[src/rtl/rs_pkg.sv]
package rs_pkg;
   typedef enum logic {
      OP_ADD = 1'b0,
      OP_SUB = 1'b1
   } rs_op_e;
endpackage

[src/rtl/rs_entry.sv]
module rs_entry #(
   parameter int TAG_W  = 4,
   parameter int DATA_W = 32
) (
   input  logic                clk,
   input  logic                rst_n,
   input  logic                alloc_i,
   input  rs_pkg::rs_op_e      op_i,
   input  logic [TAG_W-1:0]    qa_i,
   input  logic [DATA_W-1:0]   va_i,
   input  logic [TAG_W-1:0]    qb_i,
   input  logic [DATA_W-1:0]   vb_i,
   input  logic                bc_valid_i,
   input  logic [TAG_W-1:0]    bc_tag_i,
   input  logic [DATA_W-1:0]   bc_data_i,
   input  logic                start_i,
   input  logic                release_i,
   output logic                busy_o,
   output logic                ready_o,
   output rs_pkg::rs_op_e      op_o,
   output logic [DATA_W-1:0]   va_o,
   output logic [DATA_W-1:0]   vb_o
);
   localparam int NSRC = 2;

   logic                busy_q, exec_q;
   rs_pkg::rs_op_e      op_q;
   logic [TAG_W-1:0]    q_in  [NSRC];
   logic [DATA_W-1:0]   v_in  [NSRC];
   logic [TAG_W-1:0]    q_q   [NSRC];
   logic [DATA_W-1:0]   v_q   [NSRC];
   logic [NSRC-1:0]     src_rdy;

   assign q_in[0] = qa_i;
   assign q_in[1] = qb_i;
   assign v_in[0] = va_i;
   assign v_in[1] = vb_i;

   always_ff @(posedge clk) begin
      if (!rst_n) begin
         busy_q <= 1'b0;
         exec_q <= 1'b0;
         op_q   <= rs_pkg::OP_ADD;
      end else if (alloc_i) begin
         busy_q <= 1'b1;
         exec_q <= 1'b0;
         op_q   <= op_i;
      end else begin
         if (start_i)   exec_q <= 1'b1;
         if (release_i) begin
            busy_q <= 1'b0;
            exec_q <= 1'b0;
         end
      end
   end

   for (genvar k = 0; k < NSRC; k++) begin : g_src
      logic hit_new, hit_old;
      assign hit_new = bc_valid_i && (q_in[k] != '0) && (bc_tag_i == q_in[k]);
      assign hit_old = bc_valid_i && (q_q[k]  != '0) && (bc_tag_i == q_q[k]);

      always_ff @(posedge clk) begin
         if (!rst_n) begin
            q_q[k] <= '0;
            v_q[k] <= '0;
         end else if (alloc_i) begin
            if (hit_new) begin
               q_q[k] <= '0;
               v_q[k] <= bc_data_i;
            end else begin
               q_q[k] <= q_in[k];
               v_q[k] <= v_in[k];
            end
         end else if (busy_q && hit_old) begin
            q_q[k] <= '0;
            v_q[k] <= bc_data_i;
         end
      end

      assign src_rdy[k] = (q_q[k] == '0);
   end

   assign busy_o  = busy_q;
   assign ready_o = busy_q && !exec_q && (&src_rdy);
   assign op_o    = op_q;
   assign va_o    = v_q[0];
   assign vb_o    = v_q[1];
endmodule

[src/rtl/rs_pick.sv]
module rs_pick #(
   parameter int N         = 3,
   parameter bit LOW_FIRST = 1'b1
) (
   input  logic [N-1:0] req_i,
   output logic [N-1:0] gnt_o,
   output logic         any_o
);
   if (LOW_FIRST) begin : g_low
      always_comb begin
         logic found;
         found = 1'b0;
         gnt_o = '0;
         for (int i = 0; i < N; i++) begin
            if (req_i[i] && !found) begin
               gnt_o[i] = 1'b1;
               found    = 1'b1;
            end
         end
      end
   end else begin : g_high
      always_comb begin
         logic found;
         found = 1'b0;
         gnt_o = '0;
         for (int i = N-1; i >= 0; i--) begin
            if (req_i[i] && !found) begin
               gnt_o[i] = 1'b1;
               found    = 1'b1;
            end
         end
      end
   end

   assign any_o = |req_i;
endmodule

[src/rtl/rs_exec_unit.sv]
module rs_exec_unit #(
   parameter int TAG_W  = 4,
   parameter int DATA_W = 32,
   parameter int LAT    = 2
) (
   input  logic              clk,
   input  logic              rst_n,
   input  logic              start_i,
   input  rs_pkg::rs_op_e    op_i,
   input  logic [DATA_W-1:0] a_i,
   input  logic [DATA_W-1:0] b_i,
   input  logic [TAG_W-1:0]  tag_i,
   output logic              free_o,
   output logic              finish_o,
   output logic              res_valid_o,
   output logic [TAG_W-1:0]  res_tag_o,
   output logic [DATA_W-1:0] res_data_o
);
   localparam int CNT_W = (LAT > 1) ? $clog2(LAT) : 1;
   localparam logic [CNT_W-1:0] CNT_INIT = CNT_W'(LAT - 1);

   logic              busy_q;
   logic [CNT_W-1:0]  cnt_q;
   rs_pkg::rs_op_e    op_q;
   logic [DATA_W-1:0] a_q, b_q;
   logic [TAG_W-1:0]  tag_q;

   assign finish_o = busy_q && (cnt_q == '0);
   assign free_o   = !busy_q || finish_o;

   always_ff @(posedge clk) begin
      if (!rst_n) begin
         busy_q      <= 1'b0;
         cnt_q       <= '0;
         op_q        <= rs_pkg::OP_ADD;
         a_q         <= '0;
         b_q         <= '0;
         tag_q       <= '0;
         res_valid_o <= 1'b0;
         res_tag_o   <= '0;
         res_data_o  <= '0;
      end else begin
         res_valid_o <= 1'b0;
         if (finish_o) begin
            busy_q      <= 1'b0;
            res_valid_o <= 1'b1;
            res_tag_o   <= tag_q;
            res_data_o  <= (op_q == rs_pkg::OP_SUB) ? (a_q - b_q) : (a_q + b_q);
         end else if (busy_q) begin
            cnt_q <= cnt_q - 1'b1;
         end
         if (start_i) begin
            busy_q <= 1'b1;
            cnt_q  <= CNT_INIT;
            op_q   <= op_i;
            a_q    <= a_i;
            b_q    <= b_i;
            tag_q  <= tag_i;
         end
      end
   end
endmodule

[src/rtl/rs_bank.sv]
module rs_bank #(
   parameter int NUM_ENT   = 3,
   parameter int TAG_W     = 4,
   parameter int DATA_W    = 32,
   parameter int EXEC_LAT  = 2,
   parameter int BASE_TAG  = 1,
   parameter bit LOW_FIRST = 1'b1
) (
   input  logic              clk,
   input  logic              rst_n,
   input  logic              iss_valid,
   input  logic              iss_op,
   input  logic [TAG_W-1:0]  iss_src1_tag,
   input  logic [DATA_W-1:0] iss_src1_val,
   input  logic [TAG_W-1:0]  iss_src2_tag,
   input  logic [DATA_W-1:0] iss_src2_val,
   output logic              iss_ready,
   input  logic              bc_valid,
   input  logic [TAG_W-1:0]  bc_tag,
   input  logic [DATA_W-1:0] bc_data,
   output logic              res_valid,
   output logic [TAG_W-1:0]  res_tag,
   output logic [DATA_W-1:0] res_data
);
   localparam int IDX_W = (NUM_ENT > 1) ? $clog2(NUM_ENT) : 1;

   if (NUM_ENT < 1)                           begin : g_bad_ent  $error("NUM_ENT must be at least 1"); end
   if (EXEC_LAT < 1)                          begin : g_bad_lat  $error("EXEC_LAT must be at least 1"); end
   if (BASE_TAG < 1)                          begin : g_bad_base $error("BASE_TAG 0 is reserved"); end
   if (BASE_TAG + NUM_ENT > (1 << TAG_W))     begin : g_bad_tagw $error("TAG_W too narrow for stations"); end

   logic [NUM_ENT-1:0] busy, ready, disp, alloc, alloc_gnt, disp_gnt, rel;
   logic               any_free, any_ready;
   rs_pkg::rs_op_e     ent_op [NUM_ENT];
   logic [DATA_W-1:0]  ent_va [NUM_ENT];
   logic [DATA_W-1:0]  ent_vb [NUM_ENT];

   logic               fu_free, fu_finish, fu_start;
   rs_pkg::rs_op_e     sel_op;
   logic [DATA_W-1:0]  sel_a, sel_b;
   logic [TAG_W-1:0]   sel_tag;
   logic [IDX_W-1:0]   sel_idx, exec_idx_q;
   rs_pkg::rs_op_e     iss_op_e;

   assign iss_op_e = rs_pkg::rs_op_e'(iss_op);

   rs_pick #(.N(NUM_ENT), .LOW_FIRST(1'b1)) u_alloc_pick (
      .req_i (~busy),
      .gnt_o (alloc_gnt),
      .any_o (any_free)
   );

   assign iss_ready = any_free;
   assign alloc     = alloc_gnt & {NUM_ENT{iss_valid}};

   rs_pick #(.N(NUM_ENT), .LOW_FIRST(LOW_FIRST)) u_disp_pick (
      .req_i (ready),
      .gnt_o (disp_gnt),
      .any_o (any_ready)
   );

   assign fu_start = any_ready && fu_free;
   assign disp     = disp_gnt & {NUM_ENT{fu_free}};

   for (genvar i = 0; i < NUM_ENT; i++) begin : g_ent
      assign rel[i] = fu_finish && (exec_idx_q == IDX_W'(i));

      rs_entry #(.TAG_W(TAG_W), .DATA_W(DATA_W)) u_ent (
         .clk        (clk),
         .rst_n      (rst_n),
         .alloc_i    (alloc[i]),
         .op_i       (iss_op_e),
         .qa_i       (iss_src1_tag),
         .va_i       (iss_src1_val),
         .qb_i       (iss_src2_tag),
         .vb_i       (iss_src2_val),
         .bc_valid_i (bc_valid),
         .bc_tag_i   (bc_tag),
         .bc_data_i  (bc_data),
         .start_i    (disp[i]),
         .release_i  (rel[i]),
         .busy_o     (busy[i]),
         .ready_o    (ready[i]),
         .op_o       (ent_op[i]),
         .va_o       (ent_va[i]),
         .vb_o       (ent_vb[i])
      );
   end

   always_comb begin
      sel_op  = rs_pkg::OP_ADD;
      sel_a   = '0;
      sel_b   = '0;
      sel_idx = '0;
      for (int i = 0; i < NUM_ENT; i++) begin
         if (disp_gnt[i]) begin
            sel_op  = ent_op[i];
            sel_a   = ent_va[i];
            sel_b   = ent_vb[i];
            sel_idx = IDX_W'(i);
         end
      end
      sel_tag = TAG_W'(BASE_TAG) + TAG_W'(sel_idx);
   end

   always_ff @(posedge clk) begin
      if (!rst_n)        exec_idx_q <= '0;
      else if (fu_start) exec_idx_q <= sel_idx;
   end

   rs_exec_unit #(.TAG_W(TAG_W), .DATA_W(DATA_W), .LAT(EXEC_LAT)) u_fu (
      .clk         (clk),
      .rst_n       (rst_n),
      .start_i     (fu_start),
      .op_i        (sel_op),
      .a_i         (sel_a),
      .b_i         (sel_b),
      .tag_i       (sel_tag),
      .free_o      (fu_free),
      .finish_o    (fu_finish),
      .res_valid_o (res_valid),
      .res_tag_o   (res_tag),
      .res_data_o  (res_data)
   );
endmodule

[config.mk]
export PLATFORM = sky130hd
export DESIGN_NAME = rs_bank
export DESIGN_NICKNAME = d
export VERILOG_FILES = /design/src/rtl/rs_pkg.sv /design/src/rtl/rs_entry.sv /design/src/rtl/rs_pick.sv /design/src/rtl/rs_exec_unit.sv /design/src/rtl/rs_bank.sv
export SDC_FILE = /design/constraint.sdc
export NUM_CORES = 1
export LEC_CHECK = 0
export ABC_AREA = 0
export BUFFER_PORTS_ARGS = -buffer_cell sky130_fd_sc_hd__buf_4
export CAP_MARGIN = 20
export CORE_ASPECT_RATIO = 2
export CORE_MARGIN = 2
export CORE_UTILIZATION = 35
export CTS_CLUSTER_DIAMETER = 30
export DETAILED_ROUTE_END_ITERATION = 6
export PLACE_DENSITY = 0.49
export SLEW_MARGIN = 5
export SYNTH_ARGS = -nofsm -noshare
export SYNTH_HDL_FRONTEND = slang
export SYNTH_HIERARCHICAL = 1
export SYNTH_SLANG_ARGS = --single-unit
[constraint.sdc]
create_clock -name clk -period 4.3 [get_ports clk]
set_clock_uncertainty 0.1 [all_clocks]
set_input_delay 0.86 -clock clk [delete_from_list [all_inputs] [get_ports clk]]
set_output_delay 0.86 -clock clk [all_outputs]
set_load 0.05 [all_outputs]
==> After elaboration in Yosys (flattened, before gate mapping) <==
Memory sizes are Yosys's and may differ from the RTL's.
Cells that the tools add are included.
{ "classes": {"reduce_logical": 75, "muxes": 133, "n_addsub": 4, "bitwise_logic": 41, "eq_ne": 11} }
{ "ops": {"columns": ["operator", "count"], "rows": [
  ["$mux 32", 25],
  ["$mux 1", 89],
  ["$mux 4", 18],
  ["$logic_and 1x1->1", 37],
  ["$or 1x1->1", 36],
  ["$add 32x32->32", 1],
  ["$eq 4x4->1", 8],
  ["$reduce_bool 4->1", 8],
  ["$sub 32x32->32", 1],
  ["$logic_not 4->1", 6],
  ["$reduce_or 3->1", 5],
  ["$reduce_bool 2->1", 5],
  ["$logic_not 1->1", 8],
  ["$reduce_and 2->1", 4],
  ["$and 3x3->3", 2],
  ["$add 1x2->3 const A", 1],
  ["$not 3->3", 1],
  ["$eq 2x1->1 const B", 1],
  ["$eq 2x2->1 const B", 1],
  ["$logic_not 2->1", 1],
  ["$mux 2", 1],
  ["$ne 2x1->1 const B", 1],
  ["$not 1->1", 2],
  ["$logic_or 1x1->1", 1],
  ["$sub 1x1->1 const B", 1]
]} }
{ "totals": {"elab_cells": 289, "regBits": 119, "input_bits": 113, "memories": 6, "out_inout_bits": 38, "ramBits": 216} }
{ "mem_list": {"columns": ["memory", "words", "width", "rd", "rd_ports_with_merged_regs", "write_ports", "line", "text"], "rows": [
  ["g_ent[0].u_ent.v_q", 2, 32, 2, 0, 2, "rs_entry.sv:31", "logic [DATA_W-1:0] v_q [NSRC];"],
  ["g_ent[1].u_ent.v_q", 2, 32, 2, 0, 2, "rs_entry.sv:31", null],
  ["g_ent[2].u_ent.v_q", 2, 32, 2, 0, 2, "rs_entry.sv:31", null],
  ["g_ent[0].u_ent.q_q", 2, 4, 2, 0, 2, "rs_entry.sv:30", "logic [TAG_W-1:0] q_q [NSRC];"],
  ["g_ent[1].u_ent.q_q", 2, 4, 2, 0, 2, "rs_entry.sv:30", null],
  ["g_ent[2].u_ent.q_q", 2, 4, 2, 0, 2, "rs_entry.sv:30", null]
]} }

==> Logic depth before layout (Yosys ltp) <==
{ "depth": {"ltp_word": 15, "ltp_mapped": 18, "depth_no_buf": 16} }

==> Hierarchy <==
The synthesis kept the hierarchy.
{ "modules_own_cells": {"columns": ["mod", "cells_per_inst", "seq_area_each_um2", "instances", "area_per_inst_um2"], "rows": [
  ["rs_entry", 209, 2222.1, 3, 3328.2],
  ["rs_exec_unit", 719, 2162.1, 1, 6353.6],
  ["rs_bank", 321, 40.0, 1, 2518.7],
  ["rs_pick", 4, 0.0, 2, 27.5]
]} }

==> Least setup slack after synthesis <==
Ideal clock, no wire load.
{ "synth_timing": {"path_type": "register to register", "from": "register u_fu.b_q[2]", "to": "register u_fu.res_data_o[30]", "arrival_time_ps": 3491, "required_ps": 4138, "setup_slack_ps": 647, "path_stages_with_launch": 16, "path_cell_list": "dfxtp_1 nor4_2 nand2_1 nor3b_1 and2_1 clkbuf_1 nor2_1 xnor2_1 ha_1 clkbuf_1 nand4_1 or2_1 o21ba_2 a31o_2 or4_1 nand3_1"} }
{ "synth_via": {"elab_chain_len": 2, "word_cells_on_any_way": 3} }
{ "synth_rtl": {"columns": ["element", "line", "text"], "rows": [
  ["from (decl)", "rs_exec_unit.sv:25", "logic [DATA_W-1:0] a_q, b_q;"],
  ["from (signal assigned)", "rs_exec_unit.sv:57", "b_q <= b_i;"],
  ["$add 32x32->32 or $sub 32x32->32 (tied branches)", "rs_exec_unit.sv:48", "res_data_o <= (op_q == rs_pkg::OP_SUB) ? (a_q - b_q) : (a_q + b_q);"],
  ["$mux 32 *", "rs_exec_unit.sv:48", null],
  ["to (signal assigned)", "rs_exec_unit.sv:48", null],
  ["to (decl)", "rs_exec_unit.sv:17", "output logic [DATA_W-1:0] res_data_o"]
]} }
Every way passes the cells marked *; elsewhere a longest branch is shown, timed or not.
A chain may end at the register's enable or synchronous reset.

==> Final worst setup path <==
{ "layout_timing": {"from": "register u_fu.b_q[2]", "to": "register u_fu.res_data_o[29]"} }
Same word-level chain as after synthesis.

==> flow_summary.yaml <==
placement:
  gp_congestion: 0.7902
  port_buffers: 150
  dp.cells: 2419
  place_area_um2: 20490
  pre_cts_ws_ns: 0.04451
  hpwl_um: 41110
cells_and_area:
  layout-drive-gt1-share_pct: 24.69
  fin_area_um2: 22400
  seqCellArea_um2: 8869
  fin_nets: 1951
  multiInputGateArea_um2: 9171
  diodes: 0
  fillers: 5103
  area_growth_pct: 18.47
  fin_cells: 2522
yosys:
  ys_seq_area_share_pct: 46.89
  synth_top_area_share_pct: 34.30
  ys_top_cells_by_count: "216 x edfxtp_1, 192 x a22o_1, 152 x nor2b_1, 119 x a21oi_2, 119 x dfxtp_1"
  synth.largest_area_cell: "edfxtp_1"
  ys_seq_elements: 335
  syn_area_um2: 18910
  synth_area_leaders: "edfxtp_1 34%, dfxtp_1 13%, a22o_1 8.9%"
  synth_edf_count: 216
  synthMostInstantiatedCell: "edfxtp_1"
  yosysUniqueCellTypes: 86
  syn_area_per_cell_um2: 11.29
  async_flop_share_pct: 0
  yosys_warnings: 6
  synth_cells: 1675
  synthFlopType: "edfxtp_1"
route:
  drtPass1Iterations: 5
  vias: 13740
  drt_drc_violations_left: 0
  ant_nets: 0
  post_drt_wl_per_cell_um: 23.75
  routed_wirelength_um: 59910
  viasPerCell: 5.446
  drt_iter0_drc: 717
critical_path:
  cp-start-kind: "flip-flop"
  critPathRequiredTime_ns: 4.66
  critPathKind: "reg -> reg"
  crit_arrival_ns: 4.30
  end_kind: "flip-flop"
  ff2ff_setup_slack_ns: 0.36
  cp_max_fo: 7
power_and_ir_drop:
  peakVddDrop_v: 0.0003170
  powerDensity_nw_per_um2: 388.2
  p_leak_nw: 8.344
floorplanning:
  die_y_um: 332.7
  start_util_pct: 35.38
  core_area_um2: 53450
  die_x_um: 168.4
  io_pins: 151
  num_rows: 120
  design.die.area_um2: 56020
clocking:
  clock_path_buffers: 3
  numClockSinks: 335
  cts_tree: "yes"
  clk_latency_ns: 0.59
  cts.clk_slew.worst_paths_ns: 0.06
  h-tree-depth: 2
  cts_hold_buf: 0
  root_buffer: "clkbuf_16"
  cts_made_buffers: 55
global_route:
  antenna_found_initial: 1
  grt_pass1_wl_um: 89200
  grt_pass1_vias: 14190
  grt_overflow: 0
  grt_usage_pct: 21.20
  grt_max_degree: 136
run:
  drv_cap: 0
sta:
  clock.fmax_mhz: 253.5
  rsz0062_at_grt: "no"
  slew_violations: 0
  setup_ws_ns: 0.3559
  tns_ns: 0
  fin_crit_ns: 3.944
  slew_headroom_pct: 48.72
  setup_viol: 0
  worst_pin_slew_ns: 0.7692
  fin_crit_sh_pct: 91.72
  finalHoldViolations: 0
min_path:
  hold_class: "reg -> reg"
status:
  status: "finished, final reports clean"
## per-layer routing
layer  wire, µm  share of wire [%]  up-vias  global-route usage [%]
met4       2248                3.8        2                   8.639
met1      22980                 38     6741                   23.27
met2      32300                 54      360                   40.29
li1           -                  -     6512                       -
met3       2359                3.9      120                   2.987
met5         16              0.027        -                       0
## cells in the final DEF, fill, tap and decap left out, types with 12 or more instances in the layout
master | Yosys | final
clkbuf_16 | 0 | 56
nor2b_1 | 152 | 151
a21oi_2 | 119 | 117
a22o_1 | 192 | 192
nor3_1 | 19 | 18
xor2_1 | 25 | 25
inv_1 | 22 | 22
xnor2_1 | 70 | 70
nand3b_1 | 65 | 65
o21ai_1 | 18 | 18
a21o_1 | 15 | 15
a21oi_1 | 63 | 62
edfxtp_1 | 216 | 216
nand2_1 | 76 | 76
and2_1 | 46 | 45
buf_4 | 7 | 180
nor2_1 | 40 | 40
nor4_1 | 12 | 12
mux2i_1 | 73 | 73
ha_1 | 32 | 31
nand3_1 | 18 | 18
o21ai_0 | 27 | 27
dfxtp_1 | 119 | 119
## layout make-up
class	instances	share of cell area [%]
Multi-Input combinational cell	1201	40.94
Tap cell	671	3.747
Sequential cell	335	39.58
Inverter	22	0.3686
Clock inverter	43	2.027
Clock buffer	60	6.411
Timing Repair Buffer	190	6.925
## state kept, by name (all words and copies together) (netlist names)
register and count:
g_ent.u_ent/exec_q 3, g_ent.u_ent/op_o 3, exec_idx_q 2, u_fu/res_valid_o 1, u_fu/b_q 32, u_fu/op_q 1
u_fu/res_tag_o 4, g_ent.u_ent/busy_o 3, u_fu/busy_q 1, u_fu/cnt_q 1, u_fu/a_q 32, u_fu/res_data_o 32
u_fu/tag_q 4, g_ent.u_ent/v_q 192, g_ent.u_ent/q_q 24
## logic make-up after synthesis
logic type                 Yosys count  synth area share, %
AOI/OAI and AO/OA                  504                21.86
xor gates and xnor gates            99                4.744
adders and majority gates           33                2.223
buffers and inverters              140                5.002
DFF                                335                46.89
muxes                               73                3.864
other                                1              0.01983
and+or+nand+nor                    490                15.40
## critical path, cell delays in order (launching register included)
cell and delay (ns):
dfxtp_1 0.38, nor4_4 0.35, nand2_1 0.13, nor3b_1 0.21, buf_4 0.17, and2_1 0.25
a21oi_1 0.12, xnor2_1 0.14, ha_2 0.42, nand4_1 0.16, nor2_1 0.23, nand2_1 0.20
nor3_4 0.29, nor3_2 0.06, buf_4 0.17, a31oi_1 0.22, xnor2_1 0.16, o21ai_1 0.07
## final timing paths
kind,start,end,cells after the start
setup reg to reg,u_fu/b_q[2],u_fu/res_data_o[29],17
hold reg to reg,u_fu/res_data_o[22],u_fu/res_data_o[22],2
setup / recovery,u_fu/b_q[2],u_fu/res_data_o[29],17
hold / removal,u_fu/res_data_o[22],u_fu/res_data_o[22],2
## power by group
part / switching, mW / leakage (nW) / total [mW] / internal [mW]
clock: 1.71 / 0.903 / 4.43 / 2.71
combinational: 0.392 / 4.20 / 0.644 / 0.252
sequential: 0.0511 / 3.24 / 3.63 / 3.58
## per-stage QoR
stage          power, mW  hold WS [ns]  util (%)
6_report           8.697        0.3436     41.91
5_1_grt            8.975        0.3574     41.91
4_1_cts            8.806        0.3487     41.87
3_5_place_dp       4.344        0.3407     38.33
3_3_place_gp       4.329        0.3439     38.33
2_1_floorplan      4.023        0.3403         -
## timing repair
item	CTS	global route
setup buffers	0	0
resized for setup	0	5
endpoints found under the setup margin	0	6
No activity file was read; power rests on OpenSTA's default activity.
